$ cat src/rtl/nor_cmd_decoder.sv
module nor_cmd_decoder #(
  parameter int AW        = 16,
  parameter int DW        = 16,
  parameter int ARRAY_AW  = 6,
  parameter int SECT_AW   = 3,
  parameter int PROG_CYC  = 8,
  parameter int ERASE_CYC = 40,
  parameter logic [15:0] MFR_ID = 16'h00C2,
  parameter logic [15:0] DEV_ID = 16'h4A17
) (
  input  logic          clk,
  input  logic          rst_n,
  input  logic          wr_en,
  input  logic          rd_en,
  input  logic [AW-1:0] addr,
  input  logic [DW-1:0] wdata,
  output logic [DW-1:0] rdata
);
  localparam int DEPTH = 1 << ARRAY_AW;
  localparam int SW    = ARRAY_AW - SECT_AW;
  localparam int CW    = $clog2(ERASE_CYC + 1);

  typedef enum logic [2:0] {
    S_IDLE, S_UNL1, S_CMD, S_PROG, S_ER1, S_ER2, S_ER3
  } seq_t;

  seq_t                st;
  logic                idmode;
  logic                tog;
  logic [CW-1:0]       cnt;
  logic [DW-1:0]       mem [DEPTH];
  logic [ARRAY_AW-1:0] idx;
  logic [DW-1:0]       cur_word;
  logic [DW-1:0]       id_word;
  logic [DW-1:0]       status;
  logic [7:0]          cb;
  logic                busy, hit_a, hit_b, wr_ok;

  assign idx      = addr[ARRAY_AW-1:0];
  assign cur_word = mem[idx];
  assign cb       = wdata[7:0];
  assign busy     = (cnt != '0);
  assign hit_a    = (addr == AW'(16'h5555));
  assign hit_b    = (addr == AW'(16'h2AAA));
  assign wr_ok    = wr_en && !busy;
  assign id_word  = (idx == 0) ? DW'(MFR_ID) : (idx == 1) ? DW'(DEV_ID) : '0;
  assign status   = DW'({tog, 6'b0});

  always_ff @(posedge clk) begin
    if (!rst_n) begin
      st     <= S_IDLE;
      idmode <= 1'b0;
      tog    <= 1'b0;
      cnt    <= '0;
      rdata  <= '0;
      for (int i = 0; i < DEPTH; i++) mem[i] <= '1;
    end else begin
      if (busy) cnt <= cnt - 1'b1;
      if (rd_en) begin
        if (busy) begin
          rdata <= status;
          tog   <= ~tog;
        end else begin
          rdata <= idmode ? id_word : cur_word;
        end
      end
      if (wr_ok) begin
        if (cb == 8'hFF && st != S_PROG) begin
          st     <= S_IDLE;
          idmode <= 1'b0;
        end else begin
          case (st)
            S_IDLE: st <= (hit_a && cb == 8'hAA) ? S_UNL1 : S_IDLE;
            S_UNL1: st <= (hit_b && cb == 8'h55) ? S_CMD : S_IDLE;
            S_CMD: begin
              st <= S_IDLE;
              if (hit_a) begin
                case (cb)
                  8'hA0:   st <= S_PROG;
                  8'h80:   st <= S_ER1;
                  8'h90:   idmode <= 1'b1;
                  8'hF0:   idmode <= 1'b0;
                  default: ;
                endcase
              end
            end
            S_PROG: begin
              mem[idx] <= cur_word & wdata;
              cnt      <= CW'(PROG_CYC);
              tog      <= 1'b0;
              st       <= S_IDLE;
            end
            S_ER1: st <= (hit_a && cb == 8'hAA) ? S_ER2 : S_IDLE;
            S_ER2: st <= (hit_b && cb == 8'h55) ? S_ER3 : S_IDLE;
            S_ER3: begin
              st <= S_IDLE;
              if (cb == 8'h30) begin
                for (int i = 0; i < DEPTH; i++)
                  if (SW'(i >> SECT_AW) == idx[ARRAY_AW-1:SECT_AW]) mem[i] <= '1;
                cnt <= CW'(ERASE_CYC);
                tog <= 1'b0;
              end
            end
            default: st <= S_IDLE;
          endcase
        end
      end
    end
  end

  AST_RESET_RDATA: assert property (@(posedge clk)
    !rst_n |=> rdata == '0);

  AST_UNLOCK_ABORT: assert property (@(posedge clk) disable iff (!rst_n)
    st == S_UNL1 && wr_ok && !(hit_b && cb == 8'h55) |=> st == S_IDLE);

  AST_PROG_AND: assert property (@(posedge clk) disable iff (!rst_n)
    st == S_PROG && wr_ok |=> (mem[$past(idx)] | $past(cur_word)) == $past(cur_word));

  AST_PROG_BUSY: assert property (@(posedge clk) disable iff (!rst_n)
    st == S_PROG && wr_ok |=> busy);

  AST_ERASE_ONES: assert property (@(posedge clk) disable iff (!rst_n)
    st == S_ER3 && wr_ok && cb == 8'h30 |=> mem[$past(idx)] == '1 && busy);

  AST_STATUS_ZERO: assert property (@(posedge clk) disable iff (!rst_n)
    busy && rd_en |=> (rdata & ~DW'(16'h0040)) == '0);

  AST_TOGGLE: assert property (@(posedge clk) disable iff (!rst_n)
    busy && rd_en && $past(busy && rd_en) |=> rdata[6] != $past(rdata[6]));

  AST_ID_MFR: assert property (@(posedge clk) disable iff (!rst_n)
    idmode && !busy && rd_en && idx == 0 |=> rdata == DW'(MFR_ID));

  AST_BUSY_IGNORE: assert property (@(posedge clk) disable iff (!rst_n)
    busy && wr_en |=> $stable(idmode) && mem[$past(idx)] == $past(cur_word));
endmodule

$ cat config.mk
export PLATFORM = sky130hd
export DESIGN_NAME = nor_cmd_decoder
export DESIGN_NICKNAME = d
export VERILOG_FILES = /design/src/rtl/nor_cmd_decoder.sv
export SDC_FILE = /design/constraint.sdc
export NUM_CORES = 2
export LEC_CHECK = 0
export BUFFER_PORTS_ARGS = -buffer_cell sky130_fd_sc_hd__buf_2
export CAP_MARGIN = 20
export CELL_PAD_IN_SITES_DETAIL_PLACEMENT = 2
export CELL_PAD_IN_SITES_GLOBAL_PLACEMENT = 2
export CORE_MARGIN = 4
export CORE_UTILIZATION = 47
export CTS_CLUSTER_DIAMETER = 40
export DETAILED_ROUTE_END_ITERATION = 8
export PLACE_DENSITY_LB_ADDON = 0.15
export SLEW_MARGIN = 15
export SYNTH_ARGS = -nofsm -noshare
export SYNTH_HDL_FRONTEND = slang
export SYNTH_SLANG_ARGS = --single-unit
$ cat constraint.sdc
create_clock -name clk -period 4.3 [get_ports clk]
set_clock_uncertainty 0.1 [all_clocks]
set_input_delay 0.43 -clock clk [delete_from_list [all_inputs] [get_ports clk]]
set_output_delay 0.43 -clock clk [all_outputs]
set_load 0.03 [all_outputs]
**Word-level counts from Yosys, hierarchy flattened**

Memory sizes are Yosys's and may differ from the RTL's.
Index checks and enable logic that the tools add are counted.
W data, S select, Z words.

- Register bits after elaboration: 27
- Memory bits (writable): 1,024
- Input bits: 36
- Logic and storage cells: 268
- Memories kept: 1

Memory list:

| memory | depth | width | rd ports | clocked after Yosys merged registers in | write ports | line | text |
|---|---|---|---|---|---|---|---|
| mem | 64 | 16 | 1 | 0 | 64 | 31 | `logic [DW-1:0] mem [DEPTH];` |

- Add/sub/neg operators: 1
- Eq/ne operators: 25
- Multiplexer cells: 156
- Bitwise gates (word level): 66
- Reductions and logical operators: 14

Operators with widths:

| kind | number |
|---|---|
| $mux W16 | 67 |
| $mux W1 | 72 |
| $or A1 B1 Y1 | 64 |
| $eq A8 B8 Y1 const B | 6 |
| $mux W15 | 2 |
| $mux W6 | 5 |
| $and A16 B16 Y16 | 1 |
| $eq A16 B14 Y1 const B | 1 |
| $eq A16 B15 Y1 const B | 1 |
| $reduce_or A16 Y1 | 1 |
| $pmux W3 S5 | 1 |
| $eq A3 B3 Y1 const A | 4 |
| $mux W3 | 4 |
| $pmux W6 S2 | 1 |
| $eq A3 B3 Y1 const B | 3 |
| $eq A8 B6 Y1 const B | 1 |
| $eq A8 B7 Y1 const B | 1 |
| $eq A2 B3 Y1 const A | 2 |
| $eq A3 B2 Y1 const B | 2 |
| $eq A6 B1 Y1 const B | 1 |
| $logic_not A3 Y1 | 2 |
| $logic_not A6 Y1 | 1 |
| $pmux W3 S2 | 1 |
| $reduce_bool A6 Y1 | 1 |
| 12 further kinds | 17 |

**Longest topological paths before layout**

- Depth in word-level cells: 10
- Gate-level depth with buffers: 11
- Gate-level depth less buffers: 7

**Least setup slack after synthesis**

No wires, ideal clock.

- Path type: register to register
- Start point: register cnt[0]
- End point: memory mem[16][0] (enable)
- Setup time: 0.411 ns
- Data arrival time: 3.039 ns
- Setup slack: 0.749 ns
- Cell stages (with the launch flop): 9
- Buffers on the path: 2
- Period minus slack after synthesis: 3.551 ns
- Cell sequence: dfxtp_1 > inv_1 > ha_1 > nor3b_4 > nand4_2 > or4_1 > buf_2 > buf_2 > o21ai_0

RTL lines:

| what | line | text |
|---|---|---|
| start, declared | 30 | `logic [CW-1:0] cnt;` |
| start signal, assigned | 58 | `if (busy) cnt <= cnt - 1'b1;` |
| start signal, assigned | 89 | `cnt <= CW'(PROG_CYC);` |
| start signal, assigned | 100 | `cnt <= CW'(ERASE_CYC);` |
| end, declared | 31 |  |

==> flow_metrics.tcl <==
set metrics [dict create \
    status "complete, no violations" \
    pwr-share-seq_pct 42.5 \
    vias_per_cell 6.89 \
    startpoint "cnt[0]" \
    power_leakage_nw 17.7 \
    cp_cell_sequence "inv_1, ha_1, nor3b_4, nand4_2, or4_1, nor2_2, o21ai_0" \
    num_rows 115 \
    tritoncts "yes" \
    slew_violations 0 \
    io_buffers 51 \
    yosysTopAreaCell "edfxtp_1" \
    fin_crit_sh_pct 94.2 \
    yosysUniqueCellTypes 73 \
    rsz0062_at_grt "no" \
    drive_gt1_share_pct 25.0 \
    place_ws_ps 398 \
    dr_wl_met2_um 94600 \
    maxCapViolCount 0 \
    cts_resized 0 \
    hold_class "primary input to flip-flop" \
    layout_setup_ws_ps 250 \
    antenna_found_initial 10 \
    start_util_pct 47.7 \
    io_pins 52 \
    wl_per_cell_um 41.1 \
    crit_path_top_delay_cell "or4_1" \
    p_switching_mw 7.48 \
    cts_made_buffers 153 \
    num_vias 33051 \
    grt_usage_pct 36.9 \
    worst-r2r-setup-slack_ps 250 \
    synth_area_leaders "edfxtp_1, mux4_2, nand2_1, o21ai_0, buf_6" \
    power_frac_comb_pct 10.2 \
    die-area_mm2 0.106 \
    hold_buffers 1 \
    antenna_left 0 \
    synth_cells 3246 \
    clk_latency_ps 770 \
    timing.rr.end "mem[39][7]" \
    critPathMaxStageDelay_ps 1020 \
    max-slew-margin-rel_pct 16.2 \
    cp_top_family "simple AND/OR/NAND/NOR gates" \
    remaining_drc_errors 0 \
    criticalPathCategory "flip-flop to flip-flop" \
    final.min_clock_period_ps 4050 \
    tightest_slew_ps 1250 \
    synthFlopType "edfxtp_1" \
    critPathCaptureType "flip-flop" \
    highest_layer "met5" \
    hold_viol 0 \
    dr.pass1.iters 5 \
    die_x_um 325 \
    fill_cells 8798 \
    gp_congestion 0.921 \
    endpoint "mem[39][7]" \
    tns_ps 0 \
    syn_avg_cell_area_um2 14.5 \
    critPathLaunchType "flip-flop" \
    postSynth.asyncResetShare_pct 0 \
    regToRegStartpoint "cnt[0]" \
    grt_first_pass_wirelength_um 277000 \
    worst_r2r_path_depth 7 \
    yosysTopAreaCellShare_pct 65.2 \
    worstPathRequired_ps 4640 \
    totalWireLength_um 197000 \
    clkPwrFrac_pct 47.3 \
    wl_met3_um 19800 \
    htreeDepth 4 \
    clk_pin_slew_worst_paths_ps 70 \
    cts.sinks 1051 \
    layout.nets 3416 \
    crit_fanout 16 \
    setup_viol 0 \
    grt.overflow.total 0 \
    grt_pass1_vias 34754 \
    cp.depth 7 \
    grt_start_max_net_pins 65 \
    wl_met1_um 70900 \
    post-cts-setup-buffers 0 \
    synth_edf_count 1024 \
    fmax_mhz 247 \
    netlist_area_mm2 0.0472 \
    die_y_um 325 \
    clk_path_buf_depth 3 \
    synth.yosys.warnings 0 \
    path_buf_inv 1 \
    swShare_pct 26.3 \
    ys_seq_area_share_pct 66.3 \
    cts-root-buf "clkbuf_16" \
    hpwlAfterDp_um 121000 \
    synth_nets 3283 \
    ys_ff_latch 1051 \
    critical_path_arrival_ps 4390 \
    power.internal_mw 20.9 \
    synthToLayoutAreaGrowth_pct 15.7 \
    core_area_mm2 0.0990 \
    postLayoutCoreUtil_pct 55.2 \
    peakVddDrop_mv 0.423 \
    dr.first_iter.drc_count 4907 \
    power-per-cell-area_mw_per_mm2 520 \
]
synthesized netlist by cell type, types with 3 or more instances:
cell       instances
and3_1             4
a21oi_1           15
nor2b_1            4
o22ai_1           91
buf_12             6
nand3_1           60
nand4bb_1          4
nand2b_1           3
dfxtp_1           27
nor4b_1            4
mux2i_1           15
inv_1             13
nor4_2            17
nand3_2           20
buf_8              4
mux4_2           234
nor4_1            14
o21ai_1           24
buf_4             42
nand4b_1           4
edfxtp_1        1024
mux4_1            15
o21ai_0          372
clkinv_1           3
nand2_1          661
nor2_2             4
or4b_2             5
or3_1              4
nor2_1           161
nand2_2            9
nand4_1           15
buf_2             78
nand4_2           11
a31oi_1            3
clkbuf_1         114
a41oi_1            3
buf_6             82
nor4bb_1           3
mux2_2             4
nor3_1            18
or4_1              6
cells in the final DEF (no fill, tap or decap), types with 16 or more instances in the layout:
master and count:
edfxtp_1 1024, nand2_1 661, o21ai_0 308, mux4_2 234, buf_4 227, nor2_1 160, clkbuf_16 159, o22ai_1 91
o21ai_1 82, nand3_1 60, buf_2 48, buf_12 28, dfxtp_1 27, bufinv_16 25, nand3_2 20, clkinv_1 19
nor3_1 18, clkbuf_1 18, nor4_2 17, clkinv_2 16
registers in the layout, summed over array words and instances (netlist names):
name	cells
tog	1
rdata	16
cnt	6
st	3
mem	1024
idmode	1
logic make-up after synthesis:
family | Yosys count | synth area share (%)
flip-flops | 1051 | 66.3
AND/OR/NAND/NOR | 1050 | 10.2
AO/OA/AOI/OAI | 526 | 6.05
buffers and inverters | 346 | 4.92
multiplexers | 268 | 12.4
XOR/XNOR | 4 | 0.0743
adder cells (fa/ha/maj) | 1 | 0.0265
metal layers:
metal,GRT usage (%),up-vias
li1,-,12625
met1,47.2,17640
met2,59.8,2247
met3,7.99,535
met4,19.1,4
met5,0,-
tightest hold or removal path: cells and delay by family:
family          cells  cell delay [ps]
simple gates        2              200
compound gates      1               90
buf+inv             1              140
power groups by stage:
stage	clock, mW	combinational, mW	sequential, mW
after floorplan	0	1.57	12.2
after global placement	0	2.63	12.1
after detailed placement	0	2.75	12.2
after CTS	13.5	2.82	12.1
after global routing	14.0	2.94	12.1
final	13.4	2.90	12.1
metrics by stage:
stage / power, mW / instance area, µm² / instances / hold slack (ps)
floorplan: 13.7 / 47200 / 3246 / 370
global placement: 14.8 / 49200 / 4509 / 333
detailed placement: 15.0 / 49200 / 4509 / 358
CTS: 28.4 / 54600 / 4789 / 15.7
global route: 29.0 / 54600 / 4791 / 57.8
finish: 28.4 / 54600 / 4796 / 59.7
worst min-delay path by stage:
stage | startpoint | end | slack [ps] | depth (start not counted)
2_1_floorplan | cnt[4] | cnt[4] | 370 | 2
3_3_place_gp | rdata[3] | rdata[3] | 330 | 2
3_5_place_dp | rdata[8] | rdata[8] | 360 | 2
4_1_cts | wdata[4] | st[2] | 20 | 4
5_1_grt | wdata[7] | idmode | 60 | 3
6_report | wdata[4] | st[2] | 60 | 4
cell type report:
| class | count | area, µm² | area share, % |
|---|---|---|---|
| antenna | 6 | 15.0 | 0.0275 |
| clock buffer | 178 | 4060 | 7.44 |
| clock inverter | 101 | 1290 | 2.37 |
| inverter | 16 | 61.3 | 0.112 |
| multi-input combinational | 1849 | 13700 | 25.1 |
| sequential | 1051 | 31300 | 57.3 |
| tap | 1287 | 1610 | 2.95 |
| timing repair buffer | 308 | 2570 | 4.70 |
Power figures use the tool's default switching activity.
